[config.mk]
export PLATFORM = sky130hd
export DESIGN_NAME = softstart_stair_seq
export DESIGN_NICKNAME = d
export VERILOG_FILES = /design/src/rtl/ssseq_pkg.sv /design/src/rtl/ssseq_strobe_div.sv /design/src/rtl/ssseq_level.sv /design/src/rtl/ssseq_ctrl.sv /design/src/rtl/softstart_stair_seq.sv
export SDC_FILE = /design/constraint.sdc
export NUM_CORES = 1
export LEC_CHECK = 0
export BUFFER_PORTS_ARGS = -buffer_cell sky130_fd_sc_hd__buf_4
export CORE_UTILIZATION = 35
export DETAILED_ROUTE_END_ITERATION = 7
export SYNTH_ARGS = -nofsm -noshare
export SYNTH_HDL_FRONTEND = slang
export SYNTH_SLANG_ARGS = --single-unit
[constraint.sdc]
create_clock -name clk -period 1.5 [get_ports clk]
set_input_delay 0.15 -clock clk [delete_from_list [all_inputs] [get_ports clk]]
set_output_delay 0.15 -clock clk [all_outputs]
set_load 0.005 [all_outputs]
[src/rtl/ssseq_pkg.sv]
package ssseq_pkg;

  typedef enum logic [1:0] {
    SS_OFF  = 2'd0,
    SS_RAMP = 2'd1,
    SS_HOLD = 2'd2,
    SS_FULL = 2'd3
  } ss_state_e;

endpackage

[src/rtl/ssseq_strobe_div.sv]
// Counts strobes while enabled; flags the strobe that completes LIMIT.
module ssseq_strobe_div #(
  parameter int LIMIT = 32
) (
  input  logic clk,
  input  logic rst_n,
  input  logic clr,
  input  logic run,
  input  logic strobe,
  output logic wrap
);
  localparam int CNT_W = (LIMIT > 1) ? $clog2(LIMIT) : 1;
  localparam logic [CNT_W-1:0] LAST = CNT_W'(LIMIT - 1);

  logic [CNT_W-1:0] cnt_q;

  assign wrap = run && strobe && !clr && (cnt_q == LAST);

  always_ff @(posedge clk or negedge rst_n) begin
    if (!rst_n) begin
      cnt_q <= '0;
    end else if (clr) begin
      cnt_q <= '0;
    end else if (run && strobe) begin
      if (cnt_q == LAST) cnt_q <= '0;
      else               cnt_q <= cnt_q + 1'b1;
    end
  end
endmodule

[src/rtl/ssseq_level.sv]
// Reference level register: clears, climbs one step, saturates at top.
module ssseq_level #(
  parameter int CODE_W = 6
) (
  input  logic              clk,
  input  logic              rst_n,
  input  logic              clr,
  input  logic              inc,
  output logic [CODE_W-1:0] code,
  output logic              at_last
);
  localparam logic [CODE_W-1:0] TOP     = {CODE_W{1'b1}};
  localparam logic [CODE_W-1:0] PRE_TOP = TOP - 1'b1;

  logic [CODE_W-1:0] code_q;

  assign code    = code_q;
  assign at_last = (code_q == PRE_TOP);

  always_ff @(posedge clk or negedge rst_n) begin
    if (!rst_n) begin
      code_q <= '0;
    end else if (clr) begin
      code_q <= '0;
    end else if (inc && (code_q != TOP)) begin
      code_q <= code_q + 1'b1;
    end
  end
endmodule

[src/rtl/ssseq_ctrl.sv]
// Phase control: off, climbing, waiting at zero, holding full scale.
module ssseq_ctrl
  import ssseq_pkg::*;
(
  input  logic      clk,
  input  logic      rst_n,
  input  logic      enable,
  input  logic      restart_req,
  input  logic      step_tick,
  input  logic      level_at_last,
  input  logic      hold_wrap,
  output ss_state_e state,
  output logic      step_clr,
  output logic      step_run,
  output logic      hold_clr,
  output logic      hold_run,
  output logic      level_clr
);
  ss_state_e state_q, state_d;

  logic kill;
  assign kill = !enable || restart_req;

  always_comb begin
    state_d = state_q;
    if (!enable) begin
      state_d = SS_OFF;
    end else if (restart_req) begin
      state_d = SS_HOLD;
    end else begin
      unique case (state_q)
        SS_OFF:  state_d = SS_RAMP;
        SS_RAMP: if (step_tick && level_at_last) state_d = SS_FULL;
        SS_HOLD: if (hold_wrap) state_d = SS_RAMP;
        SS_FULL: state_d = SS_FULL;
        default: state_d = SS_OFF;
      endcase
    end
  end

  always_ff @(posedge clk or negedge rst_n) begin
    if (!rst_n) state_q <= SS_OFF;
    else        state_q <= state_d;
  end

  assign state     = state_q;
  assign step_run  = (state_q == SS_RAMP);
  assign step_clr  = kill || (state_q != SS_RAMP);
  assign hold_run  = (state_q == SS_HOLD);
  assign hold_clr  = kill || (state_q != SS_HOLD);
  assign level_clr = kill;
endmodule

[src/rtl/softstart_stair_seq.sv]
module softstart_stair_seq
  import ssseq_pkg::*;
#(
  parameter int CODE_W        = 6,
  parameter int CYC_PER_STEP  = 32
) (
  input  logic              clk,
  input  logic              rst_n,
  input  logic              enable,
  input  logic              cycle_start,
  input  logic              restart_req,
  output logic [CODE_W-1:0] ref_code,
  output logic              ss_active,
  output logic              ss_done
);
  localparam int NUM_STEPS = 2 ** CODE_W;
  localparam int HOLD_CYC  = CYC_PER_STEP * NUM_STEPS;

  ss_state_e state;
  logic step_clr, step_run, step_tick;
  logic hold_clr, hold_run, hold_wrap;
  logic level_clr, level_at_last;

  ssseq_ctrl u_ctrl (
    .clk           (clk),
    .rst_n         (rst_n),
    .enable        (enable),
    .restart_req   (restart_req),
    .step_tick     (step_tick),
    .level_at_last (level_at_last),
    .hold_wrap     (hold_wrap),
    .state         (state),
    .step_clr      (step_clr),
    .step_run      (step_run),
    .hold_clr      (hold_clr),
    .hold_run      (hold_run),
    .level_clr     (level_clr)
  );

  ssseq_strobe_div #(.LIMIT(CYC_PER_STEP)) u_step_div (
    .clk    (clk),
    .rst_n  (rst_n),
    .clr    (step_clr),
    .run    (step_run),
    .strobe (cycle_start),
    .wrap   (step_tick)
  );

  ssseq_strobe_div #(.LIMIT(HOLD_CYC)) u_hold_div (
    .clk    (clk),
    .rst_n  (rst_n),
    .clr    (hold_clr),
    .run    (hold_run),
    .strobe (cycle_start),
    .wrap   (hold_wrap)
  );

  ssseq_level #(.CODE_W(CODE_W)) u_level (
    .clk     (clk),
    .rst_n   (rst_n),
    .clr     (level_clr),
    .inc     (step_tick),
    .code    (ref_code),
    .at_last (level_at_last)
  );

  assign ss_active = (state == SS_RAMP);
  assign ss_done   = (state == SS_FULL);
endmodule

==> out/metrics.cfg <==
[status]
run_status = finished, violations left
violations = negative setup slack

[clock_tree]
clkLatencyLatePin_ns = 0.26
number_of_levels_in_the_clock_h_tree = 1
tritoncts_clock_tree = built
root_driver = sky130_fd_sc_hd__clkbuf_8
clock_sinks = 24
path_clk_slew_ns = 0.08
tritoncts.num_buffers = 3
clock_tree.buffer_depth = 2

[critical_path]
worstPathMaxFanout = 4
r2r_start = u_step_div.cnt_q[0]
worst_ep_required_time_ns = 1.69
critPathLaunchType = register
regToRegSetupSlack_ns = -0.09
cp.arrival_ns = 1.78
reg2reg_depth = 7
worstSetupPathType = register to register
critPathCaptureType = register
r2r_end = u_level.code[1]

[timing]
setup_viol = 7
finalCritPeriodShare_pct = 106.3
finalClockSkew_ns = 0.001239
timing_hold_violations_final = 0
worst-slew-pin-transition_ns = 0.4447
rsz_0062_raised_after_global_routing = yes
fin_crit_ns = 1.595
postLayoutSetupSlackWorst_ns = -0.09460
max_freq_mhz = 627.1
maxSlewHeadroom_pct = 70.24
report.final.slew_viol_count = 0

[grt]
global_route.overflow_total = 0
first_pass_grt_wire_length_um = 5119
grt_max_degree = 25
global_route.usage.total_pct = 16.00
initial_antenna_violation_count = 0
first_global_vias = 1119

[place]
place.port_buffers = 12
final_estimated_routing_congestion_in_global_placement = 0.7872
place_area_mm2 = 0.001645
place_hpwl_um = 2072

[floorplan]
die_height_um = 63.56
starting_density_pct = 38.24
boundaryPins = 13
core_area_mm2 = 0.003468
floorplan.die_area_mm2 = 0.004039
placement_rows = 21
die_w_um = 63.56

[yosys]
synthCells = 132
syn-mean-instance-area_um2 = 10.05
synth-warning-count = 0
synthesis.area_mm2 = 0.001326
synth.net_count = 142
synth.ff_latch_count = 24
synth-seq-area-share_pct = 45.28
yosys.cell_types.count = 35

[route]
routed_via_density = 5.019
avgRoutedWirePerCell_um = 13.26
postRouteAntennaNets = 0
first_pass_iters = 4
number_of_drc_violations_after_detailed_routing = 0
wirelength_um = 2837
via_count = 1074
drt_iter0_markers = 25

[worst_hold_path]
min_delay_worst_endpoint = u_level.code[4]
worstHoldStart = restart_req
tightest_hold_check_type = input port to register
worst_hold_path.num_cells = 2

[power_and_ir_drop]
power.leakage_uw = 0.0008166
ir_worst_vdd_v = 0.0004005
power.density_mw_per_mm2 = 637.0

[final_layout]
final_instance_area_mm2 = 0.001752
area_growth_pct = 32.08
nets = 180
layout-drive-gt1-share_pct = 32.14
final_core_utilization_pct = 50.51
insertedDiodeCount = 0

[flow_run]
maxCapViolations = 0

[per-stage QoR]
stage / setup WS, ns / hold slack, ns / setup TNS [ns] / total power (µW) / cells
floorplan: -0.1041 / -0.1456 / -0.2612 / 704.4 / 132
global placement: -0.06457 / 0.06516 / -0.3626 / 747.3 / 207
detailed placement: -0.1332 / 0.06994 / -0.7676 / 748.5 / 207
CTS: -0.1023 / 0.07107 / -0.5955 / 1131 / 212
global route: -0.2005 / 0.07399 / -1.586 / 1180 / 214
finish: -0.09460 / 0.08152 / -0.5370 / 1116 / 214
[critical path, stage by stage (launching register included)]
cell                       delay [ns]
sky130_fd_sc_hd__dfrtp_1         0.36
sky130_fd_sc_hd__ha_2            0.18
sky130_fd_sc_hd__and3_4          0.19
sky130_fd_sc_hd__ha_4            0.16
sky130_fd_sc_hd__nand2_4         0.07
sky130_fd_sc_hd__a211oi_4        0.23
sky130_fd_sc_hd__buf_4           0.17
sky130_fd_sc_hd__mux2i_1         0.17
[what timing repair did]
action	4_1_cts	5_1_grt
gates resized for setup	3	6
hold buffers	1	0
buffers inserted	1	2
endpoints found under the hold margin	24	0
endpoints found under the setup margin	10	15
pin swaps	3	2
[where the power goes]
group	internal [µW]	leakage [µW]	switching, µW
clock network	179	0.0000216	194
logic	37.7	0.000462	50.6
registers	651	0.000333	3.71
total	868	0.000817	248
[worst max-delay path by stage]
| stage | startpoint | end | slack, ns | cells past startpoint |
|---|---|---|---|---|
| after CTS | u_step_div.cnt_q[0] | u_level.code[1] | -0.10 | 7 |
| after detailed placement | u_step_div.cnt_q[0] | u_step_div.cnt_q[3] | -0.13 | 8 |
| after global routing | u_step_div.cnt_q[0] | u_level.code[1] | -0.20 | 7 |
| after floorplan | u_step_div.cnt_q[0] | u_level.code[5] | -0.10 | 7 |
| after global placement | u_step_div.cnt_q[0] | u_step_div.cnt_q[2] | -0.06 | 8 |
| final | u_step_div.cnt_q[0] | u_level.code[1] | -0.09 | 7 |
[per-layer routing]
metal,wire length [µm],track usage (%),up-vias,part of all wire [%]
met4,20,5.966,0,0.70
met5,0,0,-,0
met1,1380,21.69,517,49
met2,1370,25.40,15,48
met3,66,2.536,2,2.3
li1,-,-,540,-
[cell type report]
type	count	area (µm²)
clock buffers	3	41.29
repair buffers	38	300.3
well taps	46	57.56
multi-input cells	98	733.2
flip-flops and latches	24	600.6
fillers	336	1717
inverters	5	18.77
[sequential cells by signal, indices dropped and copies added, names as in the netlist]
register,count
u_hold_div.cnt_q,11
u_level.code,6
u_step_div.cnt_q,5
u_ctrl.state,2
[cells in the mapped netlist, drive strengths merged]
cell type | instances | area, µm²
o21ai | 8 | 40.03
nand2 | 8 | 32.54
dfrtp | 24 | 600.6
a31oi | 1 | 6.260
a41oi | 1 | 8.760
nand3b | 1 | 7.510
o211ai | 2 | 15.01
nand4bb | 2 | 22.52
nand3 | 3 | 15.01
o2111ai | 1 | 8.760
or3 | 1 | 6.260
nor2b | 3 | 18.77
xor2 | 8 | 70.07
mux2i | 7 | 70.07
nor3 | 1 | 16.27
and4 | 3 | 26.28
buf | 5 | 31.28
nand4 | 5 | 31.28
o2bb2ai | 1 | 8.760
nor3b | 1 | 7.510
and3 | 4 | 25.02
nand2b | 3 | 18.77
o31a | 1 | 8.760
ha | 5 | 62.56
and2 | 4 | 25.03
nor2 | 17 | 63.81
a311o | 1 | 10.01
a21oi | 4 | 20.02
inv | 5 | 18.77
a2111oi | 1 | 10.01
a211oi | 1 | 20.02
[cells by family (layout without fill, tap and decap cells)]
| family | Yosys count | after routing | synth area share (%) |
|---|---|---|---|
| mux | 7 | 7 | 5.283 |
| fa+ha+maj | 5 | 5 | 4.717 |
| buf+inv | 10 | 46 | 3.774 |
| flops | 24 | 24 | 45.28 |
| simple gates | 56 | 56 | 23.87 |
| compound gates | 22 | 22 | 11.79 |
| xor+xnor | 8 | 8 | 5.283 |
[cell usage in the layout, fill, tap and decap left out, types with 2 or more instances in the layout]
cell type                  synthesis  layout
sky130_fd_sc_hd__a21oi_1           4       4
sky130_fd_sc_hd__and2_1            3       3
sky130_fd_sc_hd__and3_1            4       3
sky130_fd_sc_hd__and4_1            3       2
sky130_fd_sc_hd__buf_4             0      36
sky130_fd_sc_hd__clkbuf_8          0       3
sky130_fd_sc_hd__dfrtp_1          24      24
sky130_fd_sc_hd__ha_1              5       2
sky130_fd_sc_hd__ha_2              0       2
sky130_fd_sc_hd__inv_1             5       5
sky130_fd_sc_hd__mux2i_1           7       7
sky130_fd_sc_hd__nand2_1           7       7
sky130_fd_sc_hd__nand2b_1          3       2
sky130_fd_sc_hd__nand3_1           3       3
sky130_fd_sc_hd__nand4_1           5       5
sky130_fd_sc_hd__nor2_1           17      15
sky130_fd_sc_hd__nor2_2            0       2
sky130_fd_sc_hd__nor2b_1           3       3
sky130_fd_sc_hd__o211ai_1          2       2
sky130_fd_sc_hd__o21ai_0           7       6
sky130_fd_sc_hd__o21ai_1           1       2
sky130_fd_sc_hd__xor2_1            8       8
No activity file was read; power rests on OpenSTA's default activity.
